$ cat src/rtl/perm_pkg.sv
// Shared widths, configuration record and prime list for the permuter
// address generator. Assumes at most 16384 information bits per frame.
package perm_pkg;

    localparam int SEL_W  = 3;   // length-code width
    localparam int K_W    = 15;  // holds k up to 16384
    localparam int K2_W   = 11;  // holds k2 up to 1115
    localparam int T_W    = 6;   // holds t below k1/2 = 64
    localparam int P_W    = 7;   // holds primes up to 67
    localparam int ROW_STEP = 19;
    localparam int ODD_OFFSET = 21;

    typedef struct packed {
        logic [K_W-1:0]  k;     // frame length
        logic [K2_W-1:0] k2;    // column count
        logic            wide;  // 1: k1 = 128, 0: k1 = 8
    } perm_cfg_t;

    // Prime multiplier chosen by the low three bits of t.
    function automatic logic [P_W-1:0] prime_at(input logic [2:0] idx);
        case (idx)
            3'd0: prime_at = P_W'(31);
            3'd1: prime_at = P_W'(37);
            3'd2: prime_at = P_W'(43);
            3'd3: prime_at = P_W'(47);
            3'd4: prime_at = P_W'(53);
            3'd5: prime_at = P_W'(59);
            3'd6: prime_at = P_W'(61);
            default: prime_at = P_W'(67);
        endcase
    endfunction

endpackage

$ cat src/rtl/perm_cfg.sv
// Decodes the length code into k, k2 and the k1 variant.
// Assumes codes above 4 are illegal; reports them through sel_ok.
module perm_cfg
    import perm_pkg::*;
(
    input  logic [SEL_W-1:0] sel,
    output perm_cfg_t        cfg,
    output logic             sel_ok
);

    // Table of the five legal frame lengths.
    always_comb begin
        sel_ok = 1'b1;
        cfg.wide = 1'b0;
        case (sel)
            3'd0: begin cfg.k = K_W'(1784);  cfg.k2 = K2_W'(223);  end
            3'd1: begin cfg.k = K_W'(3568);  cfg.k2 = K2_W'(446);  end
            3'd2: begin cfg.k = K_W'(7136);  cfg.k2 = K2_W'(892);  end
            3'd3: begin cfg.k = K_W'(8920);  cfg.k2 = K2_W'(1115); end
            3'd4: begin cfg.k = K_W'(16384); cfg.k2 = K2_W'(128); cfg.wide = 1'b1; end
            default: begin
                cfg.k = K_W'(16384); cfg.k2 = K2_W'(128); cfg.wide = 1'b1;
                sel_ok = 1'b0;
            end
        endcase
    end

endmodule

$ cat src/rtl/perm_walk.sv
// Index walker: keeps s, the even/odd phase m, the column j, the row
// term t and the running product (p*j) mod k2. Assumes cfg is stable
// between load and the end of the frame, and that every prime is < k2.
module perm_walk
    import perm_pkg::*;
(
    input  logic            clk,
    input  logic            rst_n,
    input  logic            load,
    input  logic            step,
    input  perm_cfg_t       cfg,
    output logic [K_W-1:0]  pos,
    output logic            odd,
    output logic [T_W-1:0]  row_t,
    output logic [K2_W-1:0] acc
);

    logic [K_W-1:0]  pos_q;
    logic            odd_q;
    logic [K2_W-1:0] col_q;
    logic [T_W-1:0]  t_q;
    logic [K2_W-1:0] acc_q;
    logic [T_W-1:0]  t_mask;
    logic [K2_W:0]   acc_sum;
    logic [K2_W-1:0] acc_next;
    logic [T_W-1:0]  t_next;
    logic            row_end;

    // Next values for the product accumulator and the row term.
    always_comb begin
        t_mask   = cfg.wide ? T_W'(63) : T_W'(3);
        acc_sum  = {1'b0, acc_q} + (K2_W+1)'(prime_at(t_q[2:0]));
        acc_next = (acc_sum >= {1'b0, cfg.k2}) ? K2_W'(acc_sum - {1'b0, cfg.k2})
                                              : acc_sum[K2_W-1:0];
        t_next   = (t_q + T_W'(ROW_STEP)) & t_mask;
        row_end  = (col_q == cfg.k2 - K2_W'(1));
    end

    // Counter state: reset, load for s=1, or move one index forward.
    always_ff @(posedge clk) begin
        if (!rst_n) begin
            pos_q <= '0;
            odd_q <= 1'b0;
            col_q <= '0;
            t_q   <= '0;
            acc_q <= '0;
        end else if (load) begin
            pos_q <= K_W'(1);
            odd_q <= 1'b0;
            col_q <= '0;
            t_q   <= T_W'(1);
            acc_q <= '0;
        end else if (step) begin
            pos_q <= pos_q + K_W'(1);
            odd_q <= ~odd_q;
            if (odd_q) begin
                if (row_end) begin
                    col_q <= '0;
                    t_q   <= t_next;
                    acc_q <= '0;
                end else begin
                    col_q <= col_q + K2_W'(1);
                    acc_q <= acc_next;
                end
            end
        end
    end

    assign pos   = pos_q;
    assign odd   = odd_q;
    assign row_t = t_q;
    assign acc   = acc_q;

    // the running product and the column stay reduced below k2.
    assert_acc_bound_R3: assert property (@(posedge clk) disable iff (!rst_n)
        (cfg.k2 != '0) |-> (acc_q < cfg.k2 && col_q < cfg.k2));

    // the row term never leaves the range 0..k1/2-1.
    assert_row_bound_R3: assert property (@(posedge clk) disable iff (!rst_n)
        !cfg.wide |-> (t_q < T_W'(4)));

endmodule

$ cat src/rtl/perm_addr_map.sv
// Forms the bit position from the walker state: adds the odd-phase
// offset modulo k2, scales by k1/2, adds t and applies 2x(.)+2-m.
// Assumes acc < k2 and t < k1/2, so one subtraction reduces c.
module perm_addr_map
    import perm_pkg::*;
#(
    parameter int ADDR_W     = K_W,
    parameter bit ZERO_BASED = 1'b0
) (
    input  perm_cfg_t        cfg,
    input  logic             odd,
    input  logic [T_W-1:0]   row_t,
    input  logic [K2_W-1:0]  acc,
    output logic [ADDR_W-1:0] addr
);

    logic [K2_W:0]     c_sum;
    logic [K2_W-1:0]   col;
    logic [ADDR_W-1:0] base;
    logic [ADDR_W-1:0] one_based;

    // Column, base offset and 1-based position.
    always_comb begin
        c_sum = {1'b0, acc} + (odd ? (K2_W+1)'(ODD_OFFSET) : '0);
        col   = (c_sum >= {1'b0, cfg.k2}) ? K2_W'(c_sum - {1'b0, cfg.k2})
                                         : c_sum[K2_W-1:0];
        base  = ADDR_W'(row_t) + (cfg.wide ? (ADDR_W'(col) << 6) : (ADDR_W'(col) << 2));
        one_based = ((base + ADDR_W'(1)) << 1) - ADDR_W'(odd);
    end

    generate
        if (ZERO_BASED) begin : g_zero
            assign addr = one_based - ADDR_W'(1);
        end else begin : g_one
            assign addr = one_based;
        end
    endgenerate

endmodule

$ cat src/rtl/turbo_perm_addr_gen.sv
// Top: latches the frame configuration on start, tracks the valid/last
// handshake and ties the walker to the position formula.
// Assumes the consumer holds advance only as long as it wants positions.
module turbo_perm_addr_gen
    import perm_pkg::*;
#(
    parameter bit ZERO_BASED = 1'b0
) (
    input  logic             clk,
    input  logic             rst_n,
    input  logic [SEL_W-1:0] blk_sel,
    input  logic             start,
    input  logic             advance,
    output logic [K_W-1:0]   addr,
    output logic             addr_valid,
    output logic             addr_last
);

    localparam int ADDR_W = K_W;
    localparam logic [ADDR_W-1:0] FIRST_POS = ZERO_BASED ? ADDR_W'(3) : ADDR_W'(4);

    perm_cfg_t        sel_cfg;
    logic             sel_ok;
    perm_cfg_t        cfg_q;
    logic             valid_q;
    logic             load;
    logic             step;
    logic             at_end;
    logic [K_W-1:0]   pos;
    logic             odd;
    logic [T_W-1:0]   row_t;
    logic [K2_W-1:0]  acc;

    perm_cfg u_cfg (
        .sel    (blk_sel),
        .cfg    (sel_cfg),
        .sel_ok (sel_ok)
    );

    // Handshake decisions: a legal start wins over advance.
    always_comb begin
        load   = start && sel_ok;
        at_end = valid_q && (pos == cfg_q.k);
        step   = valid_q && advance && !load && !at_end;
    end

    // Configuration latch and valid flag.
    always_ff @(posedge clk) begin
        if (!rst_n) begin
            cfg_q   <= '0;
            valid_q <= 1'b0;
        end else if (load) begin
            cfg_q   <= sel_cfg;
            valid_q <= 1'b1;
        end else if (at_end && advance) begin
            valid_q <= 1'b0;
        end
    end

    perm_walk u_walk (
        .clk   (clk),
        .rst_n (rst_n),
        .load  (load),
        .step  (step),
        .cfg   (cfg_q),
        .pos   (pos),
        .odd   (odd),
        .row_t (row_t),
        .acc   (acc)
    );

    perm_addr_map #(.ADDR_W(ADDR_W), .ZERO_BASED(ZERO_BASED)) u_map (
        .cfg   (cfg_q),
        .odd   (odd),
        .row_t (row_t),
        .acc   (acc),
        .addr  (addr)
    );

    assign addr_valid = valid_q;
    assign addr_last  = at_end;

    // a legal start presents the s=1 position next cycle.
    assert_first_pos_R2: assert property (@(posedge clk) disable iff (!rst_n)
        (start && sel_ok) |=> (addr_valid && addr == FIRST_POS));

    // every presented position lies within the frame.
    assert_in_range_R3: assert property (@(posedge clk) disable iff (!rst_n)
        addr_valid |-> ((32'(addr) + 32'(ZERO_BASED)) >= 32'd1 &&
                        (32'(addr) + 32'(ZERO_BASED)) <= 32'(cfg_q.k)));

    // a stalled position is held.
    assert_hold_R4: assert property (@(posedge clk) disable iff (!rst_n)
        (addr_valid && !advance && !start) |=> (addr_valid && $stable(addr) && $stable(addr_last)));

    // last only accompanies a valid position.
    assert_last_valid_R5: assert property (@(posedge clk) disable iff (!rst_n)
        addr_last |-> addr_valid);

    // accepting the last position ends the frame.
    assert_end_R6: assert property (@(posedge clk) disable iff (!rst_n)
        (addr_last && advance && !start) |=> !addr_valid);

    // reset clears the handshake outputs.
    assert_reset_R9: assert property (@(posedge clk)
        !rst_n |=> (!addr_valid && !addr_last));

endmodule

$ cat config.mk
export PLATFORM = sky130hd
export DESIGN_NAME = turbo_perm_addr_gen
export DESIGN_NICKNAME = d
export VERILOG_FILES = /design/src/rtl/perm_pkg.sv /design/src/rtl/perm_cfg.sv /design/src/rtl/perm_walk.sv /design/src/rtl/perm_addr_map.sv /design/src/rtl/turbo_perm_addr_gen.sv
export SDC_FILE = /design/constraint.sdc
export NUM_CORES = 1
export LEC_CHECK = 0
export BUFFER_PORTS_ARGS = -buffer_cell sky130_fd_sc_hd__buf_2
export CORE_ASPECT_RATIO = 0.8
export CORE_UTILIZATION = 40
export DETAILED_ROUTE_END_ITERATION = 8
export PLACE_DENSITY = 0.67
export SLEW_MARGIN = 20
export SYNTH_ARGS = -nofsm -noshare
export SYNTH_HDL_FRONTEND = slang
export SYNTH_SLANG_ARGS = --single-unit
$ cat constraint.sdc
create_clock -name clk -period 12.6 [get_ports clk]
set_input_delay 0.63 -clock clk [delete_from_list [all_inputs] [get_ports clk]]
set_output_delay 0.63 -clock clk [all_outputs]
set_load 0.01 [all_outputs]
**Yosys cells after proc, flatten, opt, wreduce, memory -nomap -nowiden**

Cells that the tools add are included.

- Bitwise operators: 3
- Reduce and logical (&&, ||, !) cells: 20
- Add/subtract/negate cells: 11
- Muxes and demuxes: 19
- Magnitude comparators: 2
- Eq/ne operators: 12

Operators with widths:

| operator | number |
|---|---|
| $pmux W26 S4 | 1 |
| $pmux W7 S7 | 1 |
| $mux W11 | 4 |
| $ge A12 B11 Y1 | 2 |
| $sub A11 B11 Y11 | 2 |
| $add A15 B1 Y15 const B | 1 |
| $eq A15 B15 Y1 | 1 |
| $sub A15 B1 Y15 | 1 |
| $add A14 B1 Y14 const B | 1 |
| $add A6 B14 Y14 | 1 |
| $mux W14 | 1 |
| $add A11 B5 Y12 | 1 |
| $add A11 B7 Y12 | 1 |
| $eq A3 B2 Y1 const B | 4 |
| $eq A3 B3 Y1 const B | 4 |
| $add A11 B1 Y11 const B | 1 |
| $eq A11 B11 Y1 | 1 |
| $sub A11 B1 Y11 const B | 1 |
| $mux W1 | 10 |
| $reduce_bool A2 Y1 | 4 |
| $add A6 B5 Y6 const B | 1 |
| $and A6 B6 Y6 | 1 |
| $eq A3 B1 Y1 const B | 2 |
| $logic_and A1 B1 Y1 | 6 |
| other kinds (10) | 14 |

- Output and inout bits: 17
- Logic and storage cells: 78
- Input port bits: 7
- Bits in registers: 72

**Depth between registers and ports, before layout**

- Word-level depth: 9
- Depth in mapped cells: 26

**By module**

A second synthesis with hierarchy kept.

- Cell total of the unflattened synthesis: 842
- Area, all modules: 6682.7 um^2

Modules (own cells, without submodules):

| module | area each (um^2) | instances | cells an instance |
|---|---|---|---|
| perm_walk | 3380.7 | 1 | 426 |
| perm_addr_map | 1905.6 | 1 | 241 |
| turbo_perm_addr_gen | 1202.4 | 1 | 144 |
| perm_cfg | 193.9 | 1 | 31 |

**Worst setup path before layout**

Ideal clock, no wire load.

- Kind: register to output
- Start: reg u_walk.odd_q, in the netlist u_walk.odd
- End: out addr[14]
- Data arrival time: 5.430 ns
- Stages on the path, launching flop included: 27
- Slack: 6.540 ns
- Path through: dfxtp_1 > ha_1 > ha_1 > a21o_1 > a31o_1 > nand2_1 > xor2_1 > inv_1 > ha_1 > nand4_2 > a2111o_1 > o211a_2 > nand2_1 > clkbuf_1 > nor2_1 > a211oi_1 > ha_1 > a31oi_1 > o21bai_1 > a21oi_1 > inv_1 > a21oi_1 > and3_1 > o2111ai_1 > a2111oi_4 > mux2i_1 > xnor2_1

- Longest elaborated chain between the ends: 8
- Elaborated cells on any way between the ends: 9
- Those cells by class: add/sub (5); order compare (1); mux (3)

RTL lines:

| what | RTL line | source |
|---|---|---|
| start: declaration | perm_walk.sv:19 | `logic odd_q;` |
| start signal: assignment | perm_walk.sv:55 | `odd_q <= ~odd_q;` |
| $mux W5 | perm_addr_map.sv:24 | `c_sum = {1'b0, acc} + (odd ? (K2_W+1)'(ODD_OFFSET) : '0);` |
| $add A11 B5 Y12 | perm_addr_map.sv:24 |  |
| $sub A11 B11 Y11 or $ge A12 B11 Y1 (tied branches) | perm_addr_map.sv:25 | `col = (c_sum >= {1'b0, cfg.k2}) ? K2_W'(c_sum - {1'b0, cfg.k2})` |
| $mux W11 | perm_addr_map.sv:25 |  |
| $mux W14 | perm_addr_map.sv:27 | `base = ADDR_W'(row_t) + (cfg.wide ? (ADDR_W'(col) << 6) : (ADDR_W'(col) << 2));` |
| $add A6 B14 Y14 | perm_addr_map.sv:27 |  |
| $add A14 B1 Y14 | perm_addr_map.sv:28 | `one_based = ((base + ADDR_W'(1)) << 1) - ADDR_W'(odd);` |
| $sub A15 B1 Y15 (*) | perm_addr_map.sv:28 |  |
| end: declaration | turbo_perm_addr_gen.sv:14 | `output logic [K_W-1:0] addr,` |

Every way passes the cells marked *; elsewhere a longest branch is shown, timed or not.

**Worst setup path after layout**

Ends and elaborated chain as after synthesis.

==> flow_summary.yaml <==
power_and_ir_drop:
  vdd_drop_max_v: 0.0000531
  power_density_mw_per_mm2: 90.1
  finalPower_uw: 523
  leakagePower_uw: 0.00230
synthesis:
  netlist_area_sq_mm: 0.00541
  synth_cell_type_count: 73
  syn_inst: 707
  yosysSeqAreaShare_pct: 20.7
  netlist.top_cell.by_area: "dfxtp_1"
  synth.net_count: 765
  syn_avg_cell_area_sq_um: 7.65
  async_flop_share_pct: 0
  ys.flop_type: "dfxtp_1"
  synth-edff-count: 0
  synth_top_cell_area_share_pct: 20.7
  synth_area_leaders: "dfxtp_1 21%, ha_1 11%, xnor2_1 8.6%"
  yosys_warnings: 0
  yosys_register_bits: 56
sta:
  setup_viol: 0
  tns_ps: 0
  fin_worst_skew_ps: 8.76
  worst_slew_margin_rel_pct: 44.8
  clock.fmax_mhz: 142
  period_needed_ps: 7060
  rsz0062_at_grt: "false"
  finalCritPeriodShare_pct: 56.0
  hold_slack_ps: 491
  worst_pin_slew_ps: 818
  drv_slew: 0
  hold_violations: 0
global_route:
  grt_pass1_vias: 4341
  grt_max_degree: 28
  grt_pass1_wl_um: 21600
  antenna_found_initial: 0
  overflow: 0
  track_usage_pct: 18.9
drt:
  vias: 4849
  drc: 0
  totalWireLength_um: 12900
  drtIter0Drc: 286
  wl_per_cell_um: 14.5
  firstDrtPassIters: 5
  ant_nets: 0
  viasPerCell: 5.45
clock_network:
  clk_pin_slew_ps: 80
  numCtsBuffers: 5
  clkLatencyLatePin_ps: 310
  postCtsHoldBufs: 0
  clockBufferDepth: 2
  cts_root_buffer: "clkbuf_16"
  tritoncts: "yes"
  numClockSinks: 56
  cts_resized: 0
  postCtsSetupRepairBufs: 0
  htree_levels: 2
floorplan:
  core-area_sq_mm: 0.0130
  die_height_um: 106
  core.rowCount: 37
  io_pins: 24
  start_util_pct: 41.6
  die_area_sq_mm: 0.0140
  die_w_um: 132
critical_path:
  crit_start: "u_walk.odd"
  critPathCaptureType: "output pin"
  critPathMaxFanout: 11
  path_class: "flop to output pin"
  r2r_start: "u_walk.row_t[0]"
  crit_path_end: "addr[14]"
  r2r_cells: 23
  rrSetupSlack_ps: 6900
  r2r-end: "u_walk.acc[4]"
  start_kind: "flop"
  worstPathRequired_ps: 11970
  arrival_ps: 6430
finish:
  n_antenna_cell: 0
  post_route_cells_drive_above_1_share_pct: 8.54
  nNetsFinal: 771
  fill_cells: 1300
  syn2layout_area_growth_pct: 7.21
  multi_input_area_sq_mm: 0.00399
  utilization_pct: 44.6
  register_area_sq_mm: 0.00112
  design_area_sq_mm: 0.00580
placed_design:
  globalplace.congestion: 0.896
  io_buffer_count: 23
  placed_area_sq_mm: 0.00565
  dpl.hpwl_um: 10100
min_path:
  hp-class: "flop to flop"
  min_path_cells: 2
outcome:
  outcome: "completed"
job:
  maxCapViolations: 0
[registers in the layout (all words and copies together) (netlist names)]
signal,flops
u_walk.col_q,11
u_walk.acc,11
cfg_q,11
u_walk.odd,1
u_walk.pos,15
addr_valid,1
u_walk.row_t,6
[critical path: stages (launching register included)]
cell       delay (ps)
dfxtp_1           410
ha_1              270
ha_1              210
a21o_1            200
a31o_1            250
nand2_1            80
xor2_1            240
inv_1              70
ha_1              360
and2_1            200
a221oi_1          290
o211a_2           260
nand2_1           270
a211oi_1          340
ha_1              340
a31oi_1           290
o21bai_1          100
a21oi_1           240
inv_1              60
a21oi_1           270
and3_1            200
o2111ai_1         170
a2111oi_4         450
mux2i_1           260
xnor2_1           130
buf_2             140
[area by class of cell]
| type | count | area share (%) |
|---|---|---|
| Clock buffer | 5 | 2.16 |
| Clock inverter | 3 | 0.453 |
| Inverter | 50 | 3.23 |
| Multi-Input combinational cell | 575 | 68.8 |
| Sequential cell | 56 | 19.3 |
| Tap cell | 175 | 3.77 |
| Timing Repair Buffer | 25 | 2.24 |
[cell usage in the layout, fill, tap and decap left out, types with 4 or more instances in the layout]
cell / instances
a211oi_1: 8
a21boi_0: 7
a21o_1: 6
a21oi_1: 46
a22oi_1: 5
a2bb2oi_1: 4
a31oi_1: 5
and2_1: 6
and3_1: 7
buf_2: 23
clkbuf_16: 5
dfxtp_1: 56
ha_1: 48
inv_1: 50
mux2_2: 6
mux2i_1: 10
mux4_2: 4
nand2_1: 57
nand2b_1: 5
nand3_1: 23
nand3b_1: 4
nand4_1: 11
nor2_1: 85
nor2b_1: 15
nor3_1: 17
nor4_1: 4
o2111ai_1: 4
o21a_1: 4
o21ai_0: 35
or2_2: 5
or3_1: 8
or4_1: 4
xnor2_1: 53
xor2_1: 30
[synthesized netlist by cell type (2+ instances only)]
cell,instances
nand3_1,23
ha_1,48
fa_1,3
a2bb2oi_1,4
o21ai_0,35
nor2_1,85
or2_2,5
a22oi_1,5
a21boi_0,7
xnor2_1,53
nor4b_1,2
nand2b_1,5
a21o_1,6
and3_1,7
nor3b_1,2
o211ai_1,3
nor4_1,4
or4_1,4
xor2_1,30
a21oi_1,46
o21a_1,4
o31ai_1,3
dfxtp_1,56
o21bai_1,3
nand3b_1,4
inv_1,50
clkbuf_1,23
mux4_2,4
nand2_1,57
or3_1,8
nand4_1,11
and2_1,6
nor3_1,17
o221ai_1,2
o2111ai_1,4
mux2i_1,10
o22ai_1,2
nor2b_1,15
a211oi_1,8
a31oi_1,5
mux2_2,6
[worst min path at each step]
stage,from,end,slack (ps)
4_1_cts,u_walk.row_t[4],u_walk.row_t[4],500
5_1_grt,u_walk.row_t[4],u_walk.row_t[4],520
3_3_place_gp,addr_valid,addr_valid,480
2_1_floorplan,u_walk.row_t[4],u_walk.row_t[4],460
6_report,u_walk.row_t[4],u_walk.row_t[4],490
3_5_place_dp,u_walk.row_t[4],u_walk.row_t[4],490
[kinds of logic after synthesis]
group / Yosys count / share of synthesized area (%)
adder cells (fa/ha/maj): 51 / 12.2
buffers and inverters: 76 / 5.50
multiplexers: 20 / 4.76
AND/OR/NAND/NOR: 263 / 23.9
AO/OA/AOI/OAI: 158 / 19.5
XOR/XNOR: 83 / 13.4
flip-flops: 56 / 20.7
[power by group]
| part | leakage (uW) | switching (uW) | internal, uW |
|---|---|---|---|
| Clock | 0.0000680 | 72.0 | 75.3 |
| Combinational | 0.00178 | 107 | 82.9 |
| Sequential | 0.000453 | 6.26 | 180 |
| Total | 0.00230 | 185 | 338 |
[metrics by stage]
step,std cells,setup WS (ps)
6_report,889,5540
5_1_grt,889,5020
4_1_cts,889,5560
3_5_place_dp,881,5940
3_3_place_gp,880,6070
2_1_floorplan,707,6540
[metal layers]
metal | GRT usage, % | up-vias | routed length [um] | share of wire [%]
li1 | - | 2511 | - | -
met1 | 28.4 | 2227 | 6860 | 53
met2 | 28.4 | 106 | 5300 | 41
met3 | 3.24 | 5 | 680 | 5.3
met4 | 2.49 | 0 | 62 | 0.48
met5 | 0 | - | 0 | 0
Power figures use the tool's default switching activity.
